===== src/rtl/irq_ctrl_pkg.sv =====
// Shared constants and types for the priority interrupt controller.
package irq_ctrl_pkg;
    localparam int BYTE_W = 8;
    localparam int ADDR_W = 2;

    localparam logic [ADDR_W-1:0] ADDR_CMD  = 2'd0;
    localparam logic [ADDR_W-1:0] ADDR_DATA = 2'd1;
    localparam logic [ADDR_W-1:0] ADDR_TRIG = 2'd2;

    localparam logic [BYTE_W-1:0] CMD_RETIRE = 8'h20;

    typedef enum logic [1:0] {
        PRG_IDLE = 2'd0,
        PRG_BASE = 2'd1,
        PRG_CASC = 2'd2,
        PRG_MODE = 2'd3
    } prg_state_e;
endpackage


===== src/rtl/irq_cfg_regs.sv =====
// Register port: programming sequencer, mask, trigger select and readback select.
// Assumes a single write per cycle and N_LINES <= BYTE_W.
module irq_cfg_regs
    import irq_ctrl_pkg::*;
#(
    parameter int N_LINES = 8,
    localparam int IDX_W = $clog2(N_LINES),
    localparam int BASE_W = BYTE_W - IDX_W
) (
    input  logic               clk,
    input  logic               rst_n,
    input  logic               wr,
    input  logic [ADDR_W-1:0]  addr,
    input  logic [BYTE_W-1:0]  wdata,
    output logic [N_LINES-1:0] mask,
    output logic [N_LINES-1:0] trig,
    output logic [BASE_W-1:0]  base_hi,
    output logic [BYTE_W-1:0]  casc,
    output logic               mode,
    output logic               sel_isr,
    output logic               retire
);
    prg_state_e state;
    logic       want_mode;
    logic       cmd_wr;
    logic       data_wr;

    // Decode the write strobes per address.
    always_comb begin
        cmd_wr  = wr && (addr == ADDR_CMD);
        data_wr = wr && (addr == ADDR_DATA);
        retire  = cmd_wr && (wdata == CMD_RETIRE);
    end

    // Programming sequencer and the registers it loads.
    always_ff @(posedge clk) begin
        if (!rst_n) begin
            state     <= PRG_IDLE;
            want_mode <= 1'b0;
            base_hi   <= '0;
            casc      <= '0;
            mode      <= 1'b0;
            mask      <= '1;
        end else if (cmd_wr && wdata[4]) begin
            state     <= PRG_BASE;
            want_mode <= wdata[0];
        end else if (data_wr) begin
            unique case (state)
                PRG_BASE: begin
                    base_hi <= wdata[BYTE_W-1:IDX_W];
                    state   <= PRG_CASC;
                end
                PRG_CASC: begin
                    casc <= wdata;
                    if (want_mode) begin
                        state <= PRG_MODE;
                    end else begin
                        mode  <= 1'b0;
                        state <= PRG_IDLE;
                    end
                end
                PRG_MODE: begin
                    mode  <= wdata[0];
                    state <= PRG_IDLE;
                end
                default: mask <= wdata[N_LINES-1:0];
            endcase
        end
    end

    // Readback selection for command-address reads.
    always_ff @(posedge clk) begin
        if (!rst_n) begin
            sel_isr <= 1'b0;
        end else if (cmd_wr && (wdata[4:3] == 2'b01) && wdata[1]) begin
            sel_isr <= wdata[0];
        end
    end

    // Per-line trigger select.
    always_ff @(posedge clk) begin
        if (!rst_n) begin
            trig <= '0;
        end else if (wr && (addr == ADDR_TRIG)) begin
            trig <= wdata[N_LINES-1:0];
        end
    end

    // the first data write after a start word loads the base.
    a_r2_base_load: assert property (@(posedge clk) disable iff (!rst_n)
        (data_wr && state == PRG_BASE && !cmd_wr) |=> (base_hi == $past(wdata[BYTE_W-1:IDX_W])));

    // the mask does not change while a programming burst is in progress.
    a_r2_mask_frozen: assert property (@(posedge clk) disable iff (!rst_n)
        (state != PRG_IDLE) |=> (mask == $past(mask)));

    // once programming is idle, a data write loads the mask.
    a_r3_mask_write: assert property (@(posedge clk) disable iff (!rst_n)
        (data_wr && state == PRG_IDLE) |=> (mask == $past(wdata[N_LINES-1:0])));
endmodule


===== src/rtl/irq_req_capture.sv =====
// Request register: edge-sensitive lines latch on a rising edge until cleared,
// level-sensitive lines follow the input. Assumes lines are low during reset.
module irq_req_capture #(
    parameter int N_LINES = 8
) (
    input  logic               clk,
    input  logic               rst_n,
    input  logic [N_LINES-1:0] lines,
    input  logic [N_LINES-1:0] trig,
    input  logic [N_LINES-1:0] clr,
    output logic [N_LINES-1:0] irr
);
    logic [N_LINES-1:0] prev;

    // Previous line sample for rising-edge detection.
    always_ff @(posedge clk) begin
        if (!rst_n) prev <= '0;
        else        prev <= lines;
    end

    for (genvar g = 0; g < N_LINES; g++) begin : g_line
        // Update one request bit according to its trigger mode.
        always_ff @(posedge clk) begin
            if (!rst_n)       irr[g] <= 1'b0;
            else if (trig[g]) irr[g] <= lines[g];
            else              irr[g] <= (irr[g] | (lines[g] & ~prev[g])) & ~clr[g];
        end
    end

    // an edge-mode request stays latched until its line is acknowledged.
    a_r5_edge_holds: assert property (@(posedge clk) disable iff (!rst_n)
        1'b1 |=> ((($past(irr & ~trig & ~clr)) & ~trig & ~irr) == '0));

    // a level-mode request bit matches the line of the previous cycle.
    a_r6_level_follows: assert property (@(posedge clk) disable iff (!rst_n)
        1'b1 |=> (((irr ^ $past(lines)) & trig & $past(trig)) == '0));
endmodule


===== src/rtl/irq_resolver.sv =====
// Fixed-priority resolver, in-service register, retire handling and vector
// return. Line 0 ranks highest. Assumes ack and retire are not simultaneous.
module irq_resolver
    import irq_ctrl_pkg::*;
#(
    parameter int N_LINES = 8,
    localparam int IDX_W = $clog2(N_LINES),
    localparam int BASE_W = BYTE_W - IDX_W
) (
    input  logic               clk,
    input  logic               rst_n,
    input  logic [N_LINES-1:0] irr,
    input  logic [N_LINES-1:0] mask,
    input  logic [BASE_W-1:0]  base_hi,
    input  logic               ack,
    input  logic               retire,
    output logic               int_req,
    output logic [N_LINES-1:0] isr,
    output logic [N_LINES-1:0] grant,
    output logic               vec_valid,
    output logic [BYTE_W-1:0]  vec
);
    logic [N_LINES-1:0] elig;
    logic [IDX_W-1:0]   win_idx;
    logic               win_any;
    logic [IDX_W-1:0]   top_idx;
    logic               top_any;
    logic [N_LINES-1:0] retire_bit;

    // Lowest-index eligible request and lowest-index in-service bit.
    always_comb begin
        elig    = irr & ~mask;
        win_idx = '0;
        win_any = 1'b0;
        top_idx = '0;
        top_any = 1'b0;
        for (int i = N_LINES - 1; i >= 0; i--) begin
            if (elig[i]) begin
                win_idx = IDX_W'(i);
                win_any = 1'b1;
            end
            if (isr[i]) begin
                top_idx = IDX_W'(i);
                top_any = 1'b1;
            end
        end
    end

    // Request decision, grant and retire one-hots.
    always_comb begin
        int_req    = win_any && (!top_any || (win_idx < top_idx));
        grant      = (ack && int_req) ? (N_LINES'(1) << win_idx) : '0;
        retire_bit = (retire && top_any) ? (N_LINES'(1) << top_idx) : '0;
    end

    // In-service register update.
    always_ff @(posedge clk) begin
        if (!rst_n) isr <= '0;
        else        isr <= (isr & ~retire_bit) | grant;
    end

    // Vector byte returned one cycle after the acknowledge.
    always_ff @(posedge clk) begin
        if (!rst_n) begin
            vec_valid <= 1'b0;
            vec       <= '0;
        end else begin
            vec_valid <= ack;
            if (ack) vec <= {base_hi, (int_req ? win_idx : IDX_W'(N_LINES - 1))};
        end
    end

    // a real acknowledge adds exactly one in-service bit.
    a_r8_ack_adds_one: assert property (@(posedge clk) disable iff (!rst_n)
        (ack && int_req && !retire) |=> ($countones(isr) == $countones($past(isr)) + 1));

    // a spurious acknowledge leaves the in-service register alone.
    a_r9_spurious_keeps: assert property (@(posedge clk) disable iff (!rst_n)
        (ack && !int_req && !retire) |=> (isr == $past(isr)));

    // a spurious acknowledge returns the last line's vector.
    a_r9_spurious_vec: assert property (@(posedge clk) disable iff (!rst_n)
        (ack && !int_req) |=> (vec[IDX_W-1:0] == IDX_W'(N_LINES - 1)));

    // a retire removes exactly one in-service bit when any is set.
    a_r10_retire_one: assert property (@(posedge clk) disable iff (!rst_n)
        (retire && !ack && isr != '0) |=> ($countones(isr) == $countones($past(isr)) - 1));

    // at most one line is granted per acknowledge.
    a_r7_single_grant: assert property (@(posedge clk) disable iff (!rst_n)
        $onehot0(grant));
endmodule


===== src/rtl/irq_prio_ctrl.sv =====
// Top of the eight-line priority interrupt controller: register port,
// request capture, resolver and read multiplexer.
module irq_prio_ctrl
    import irq_ctrl_pkg::*;
#(
    parameter int N_LINES = 8,
    localparam int IDX_W = $clog2(N_LINES),
    localparam int BASE_W = BYTE_W - IDX_W
) (
    input  logic              clk,
    input  logic              rst_n,
    input  logic              reg_wr,
    input  logic [1:0]        reg_addr,
    input  logic [7:0]        reg_wdata,
    output logic [7:0]        reg_rdata,
    input  logic [7:0]        irq_in,
    input  logic              ack,
    output logic              int_out,
    output logic              ack_valid,
    output logic [7:0]        ack_vector,
    output logic [7:0]        casc_cfg,
    output logic              cpu_mode
);
    logic [N_LINES-1:0] mask;
    logic [N_LINES-1:0] trig;
    logic [BASE_W-1:0]  base_hi;
    logic               sel_isr;
    logic               retire;
    logic [N_LINES-1:0] irr;
    logic [N_LINES-1:0] isr;
    logic [N_LINES-1:0] grant;

    irq_cfg_regs #(.N_LINES(N_LINES)) u_cfg (
        .clk(clk), .rst_n(rst_n), .wr(reg_wr), .addr(reg_addr), .wdata(reg_wdata),
        .mask(mask), .trig(trig), .base_hi(base_hi), .casc(casc_cfg),
        .mode(cpu_mode), .sel_isr(sel_isr), .retire(retire)
    );

    irq_req_capture #(.N_LINES(N_LINES)) u_cap (
        .clk(clk), .rst_n(rst_n), .lines(irq_in[N_LINES-1:0]), .trig(trig),
        .clr(grant), .irr(irr)
    );

    irq_resolver #(.N_LINES(N_LINES)) u_res (
        .clk(clk), .rst_n(rst_n), .irr(irr), .mask(mask), .base_hi(base_hi),
        .ack(ack), .retire(retire), .int_req(int_out), .isr(isr), .grant(grant),
        .vec_valid(ack_valid), .vec(ack_vector)
    );

    // Read multiplexer for the register port.
    always_comb begin
        unique case (reg_addr)
            ADDR_CMD:  reg_rdata = BYTE_W'(sel_isr ? isr : irr);
            ADDR_DATA: reg_rdata = BYTE_W'(mask);
            ADDR_TRIG: reg_rdata = BYTE_W'(trig);
            default:   reg_rdata = '0;
        endcase
    end

    // a masked request never raises the interrupt output on its own.
    a_r3_mask_blocks: assert property (@(posedge clk) disable iff (!rst_n)
        (((irr & ~mask) == '0)) |-> !int_out);
endmodule


===== config.mk =====
export PLATFORM = sky130hd
export DESIGN_NAME = irq_prio_ctrl
export DESIGN_NICKNAME = d
export VERILOG_FILES = /design/src/rtl/irq_ctrl_pkg.sv /design/src/rtl/irq_cfg_regs.sv /design/src/rtl/irq_req_capture.sv /design/src/rtl/irq_resolver.sv /design/src/rtl/irq_prio_ctrl.sv
export SDC_FILE = /design/constraint.sdc
export NUM_CORES = 1
export LEC_CHECK = 0
export BUFFER_PORTS_ARGS = -buffer_cell sky130_fd_sc_hd__buf_2
export CAP_MARGIN = 20
export CORE_MARGIN = 2
export CORE_UTILIZATION = 29
export CTS_CLUSTER_SIZE = 30
export DETAILED_ROUTE_END_ITERATION = 10
export HOLD_SLACK_MARGIN = 0.02
export RECOVER_POWER = 50
export SKIP_LAST_GASP = 1
export SYNTH_ARGS = -nofsm -noshare
export SYNTH_HDL_FRONTEND = slang
export SYNTH_SLANG_ARGS = --single-unit

===== constraint.sdc =====
create_clock -name clk -period 2.1 [get_ports clk]
set_input_delay 0.525 -clock clk [delete_from_list [all_inputs] [get_ports clk]]
set_output_delay 0.525 -clock clk [all_outputs]
set_load 0.01 [all_outputs]

# Yosys cells after proc, flatten, opt, wreduce, memory -nomap -nowiden
# Index checks and enable logic that the tools add are counted.
# totals
regBits	67
output_inout_bits	27
# classes
magnitude_cmp	1
n_eq_ne	8
n_shift	2
mux	51
bitwise	48
reduce_logical	25
# op_table
cell	count
$mux W3	17
$mux W1	27
$mux W8	3
$pmux W8 S3	1
$not A1 Y1	19
$and A1 B1 Y1	16
$and A8 B8 Y8	2
$not A8 Y8	2
$shl A1 B3 Y8 const A	2
$logic_and A1 B1 Y1	10
$reduce_and A3 Y1	3
$eq A8 B6 Y1 const B	1
$or A1 B1 Y1	8
$or A8 B8 Y8	1
$eq A2 B1 Y1 const B	3
$eq A2 B2 Y1 const B	3
$pmux W2 S3	1
$reduce_and A2 Y1	2
$reduce_and A4 Y1	1
$reduce_bool A2 Y1	2
$reduce_bool A4 Y1	1
$lt A3 B3 Y1	1
$reduce_bool A3 Y1	1
$reduce_or A3 Y1	1
7 further kinds	7

# Longest topological paths before layout
# logic_depth
ltp_word	18
mapped_depth	8
ltp_nobuf	6

# Modules after synthesis
# A second synthesis with hierarchy kept.
# hier_totals
cells_unflattened	352
area_unflattened_um2	3454.6
# by_module_without_submodules
mod	n_inst	cells_per_inst	area_per_inst_um2	seq_area_each_um2
irq_cfg_regs	1	143	1452.6	680.7
irq_resolver	1	132	1107.3	340.3
irq_req_capture	1	49	598.1	320.3
irq_prio_ctrl	1	28	296.5	0.0

# Worst setup path before layout
# No wires, ideal clock.
# synth_timing
path_kind	register to output
startpoint	register u_res.isr[3]
endpoint	output port int_out
arrival_time_ns	1.501
t_required_ns	1.575
slack_ns	0.074
path_stages_with_launch	6
cell_sequence	dfxtp_1 -> or4_1 -> nor2_1 -> o221ai_1 -> o211ai_1 -> and2_1
# synth_between
elab_chain_cells	7
elab_cells_between_ends	12
classes_between	order compare (1); mux (8); reduce/logical (3)
# synth_rtl
element	line	source
start, declared	irq_resolver.sv:18	output logic [N_LINES-1:0] isr,
start signal, assigned	irq_resolver.sv:59	else isr <= (isr & ~retire_bit) | grant;
$mux W3 or $mux W1 (tied branches) (4 in a row)	irq_resolver.sv:42	if (isr[i]) begin
$lt A3 B3 Y1 or $logic_not A1 Y1 (tied branches)	irq_resolver.sv:51	int_req = win_any && (!top_any || (win_idx < top_idx));
$logic_or A1 B1 Y1 (*)	irq_resolver.sv:51	
$logic_and A1 B1 Y1 (*)	irq_resolver.sv:51	
end, declared	irq_prio_ctrl.sv:18	output logic int_out,
# Every way passes the cells marked *; elsewhere a longest branch is shown, timed or not.

# Worst setup path after layout
# layout_timing
startpoint	register u_cap.irr[6]
endpoint	output port int_out
# layout_between
elab_chain_cells	11
elab_cells_between_ends	18
classes_between	order compare (1); mux (14); bitwise (1); reduce/logical (2)
# layout_rtl
element	line	source
start, declared	irq_req_capture.sv:11	output logic [N_LINES-1:0] irr
start signal, assigned by index	irq_req_capture.sv:25	else if (trig[g]) irr[g] <= lines[g];
start signal, assigned by index	irq_req_capture.sv:26	else irr[g] <= (irr[g] | (lines[g] & ~prev[g])) & ~clr[g];
$and A8 B8 Y8 (*)	irq_resolver.sv:32	elig = irr & ~mask;
$mux W3 (7 in a row)	irq_resolver.sv:38	if (elig[i]) begin
$lt A3 B3 Y1	irq_resolver.sv:51	
$logic_or A1 B1 Y1	irq_resolver.sv:51	
$logic_and A1 B1 Y1 (*)	irq_resolver.sv:51	
# Marked as above.

==> metrics <==
startpoint type of the worst setup path register; Setup crit end kind output port; GR peak layer met2; layout cell share with drive strength beyond 1 0.318; number of distinct library cells after synthesis 59; first-pass GRT wire length 15,900 um; share of the synthesized area in the top cell type 0.398; slew margin rel. 0.177; Slowest cell on crit path dfxtp_2; GRT overflow 0; run status finished, violations left; CP top delay family compound AO/OA/AOI/OAI gates; crit path max fanout 5; worst path arrival time 1.91 ns; failing checks setup timing; Post-Syn Nets 407; IO Count 49; met2 GRT Util 0.256; GR Layer Usage met1 0.209; clock sinks 67; RSZ-0062 raised after global routing yes; endpoints failing hold 0; part of the cycle the worst path needs 1.16; number of remaining DRC errors 0; Power Dens Cells 732 nW/um2; fin nets 514; total routed wirelength 9810 um; TNS Setup -0.351 ns; Netlist Area Pre-Place 3370 um2; Die X 112 um; Max Cap Viol 0; post-route cell area 4740 um2; kind of critical path reg2out; final count of pins violating max slew 0; met3 usage 0.0479; Post-DRT Antenna Nets 0; TritonCTS Buffers 9; count leader, synth dfxtp_1; Ys Warns 0; # setup viols final 2; clk buf depth 2; #FFs+latches synth 67; CTS HTree Levels 3; Peak VDD IR 444 uV; CTS Hold Bufs 0; sequential share of the synthesized area 0.398; hpwl dp 7330 um; gr usage total 0.159; Gate Count Post-Synth 385; leakage power 1.89 nW; drt wl/cell 15.3 um; CP bufs+invs 2; Post-synth top cells dfxtp_1, mux2i_1, nor2b_1, nand2_1, o21ai_0; port bufs 48; Syn Area/Cell 8.76 um2; Worst-path clk slew 0.06 ns; Vias 3,153; fin crit period 2.44 ns; DR pass1 iterations 5; antenna violations before repair 0; Ant. Diodes 0; Rows 39; Syn-to-layout area delta 40.5%; Synth async-reset ratio 0; placed cell area 4160 um2; CP required 1.57 ns; Fin Hold WS 0.417 ns; core area 11,400 um2; worst slew pin tran 1.23 ns; DRT iter0 DRCs 129; cell taking the most area after synthesis dfxtp_1; clk_skew 0.00561 ns; top post-synthesis cells by area dfxtp_1, mux2i_1, nor2b_1; Synth Flop Type dfxtp_1; critical path, cell by cell buf_6, nand2b_4, a211oi_4, o21ai_4, a311oi_2, o211ai_1, and2_1, buf_2; Post-synth EDFFs 0; via/cell ratio 4.93; die height 112 um; Fmax 410 MHz; critical path's largest stage delay 0.34 ns; Hold WC Path Type in2reg; vias in the first global route 3,092; Root Buffer clkbuf_16; largest net degree at the start of global routing 33; final setup margin -0.339 ns; die area 12,500 um2; global placer's final weighted congestion 0.862; worst-skew pair later-pin latency 0.33 ns; CTS tree done; Initial Utilization 0.297
## where the power goes
part           switching (mW)  internal [mW]
sequential             0.0336           1.32
clock                   0.570           1.16
combinational           0.199          0.187
total                   0.803           2.66
## kinds of logic after synthesis
logic type             Yosys count  synth area share
AOI/OAI and AO/OA               89             0.176
muxes                           43             0.128
and+or+nand+nor                151             0.257
DFF                             67             0.398
buffers and inverters           35            0.0416
## cell type report
class                           instances  area, um2
Fill cell                            1112       6630
Multi-Input combinational cell        283       2080
Sequential cell                        67       1360
Timing Repair Buffer                  114        714
Clock buffer                           10        229
Tap cell                              143        179
Clock inverter                          6        114
Inverter                               17       63.8
## cells in the final DEF (no fill, tap or decap), types with 2 or more instances in the layout
cell type    n
clkinvlp_4   2
nand2b_4     4
a21oi_1     10
nand2_1     35
dfxtp_2     12
mux2i_1     42
nand3_1      3
o21ai_1      6
a21boi_0     4
a21oi_2      3
buf_4       56
nand3b_1     3
buf_6        4
nor4_4       3
o211ai_1     5
nor2b_4      6
nor3_1       2
nor2_1      17
nand2b_1     7
clkbuf_1    26
nor2_2       3
and2_1       9
nor2b_2      2
clkbuf_16    9
o21bai_1     2
inv_1       17
buf_2       28
o21ai_0     24
bufinv_16    3
o21a_1       2
a31oi_1      7
or3_1        4
o311a_1      3
o31ai_1      5
and2_0       4
nor2b_1     31
dfxtp_1     55
a2bb2oi_2    2
nand4_1      3
nand2_2      2
## flip-flops by register name, indices dropped and copies added, names as in the netlist
name,cells
u_cfg.state,2
u_cap.prev,8
u_cfg.want_mode,1
u_res.isr,8
u_res.vec,8
u_cfg.mask,8
u_cfg.casc,8
u_cfg.mode,1
u_res.vec_valid,1
u_cap.irr,8
u_cfg.trig,8
u_cfg.sel_isr,1
u_cfg.base_hi,5
## path summary, 6_finish.rpt
check,endpoint,slack [ns],startpoint,cells past startpoint
setup / recovery,int_out,-0.34,u_cap.irr[6],8
hold / removal,u_cap.prev[3],0.42,irq_in[3],2
setup reg to reg,u_res.vec[2],0.07,u_cap.irr[6],8
hold reg to reg,u_cfg.want_mode,0.48,u_cfg.want_mode,2
## worst register-to-register path, delay by kind of cell (launching register included)
kind,cells,cell delay [ns]
flip-flops,1,0.34
buffers and inverters,2,0.25
AO/OA/AOI/OAI,4,0.90
AND/OR/NAND/NOR,2,0.47
## routing by layer
| metal | wire [um] | part of all wire |
|---|---|---|
| met1 | 4520 | 0.46 |
| met2 | 4610 | 0.47 |
| met3 | 484 | 0.049 |
| met4 | 197 | 0.020 |
| met5 | 0 | 0 |
## repair_timing
item,CTS,global route
resized for setup,16,47
pin swaps,4,13
setup buffers,1,7
endpoints found under the setup margin,2,13
## metrics by stage
step                setup slack [ns]   util  total power, mW  cells
CTS                           -0.359  0.401             3.46    633
global route                  -0.486  0.417             3.59    640
detailed placement           -0.0854  0.366             1.73    616
finish                        -0.339  0.417             3.47    640
floorplan                     0.0741      -             1.56    385
global placement             -0.0539  0.366             1.72    616
(Power assumes the default switching activity.)
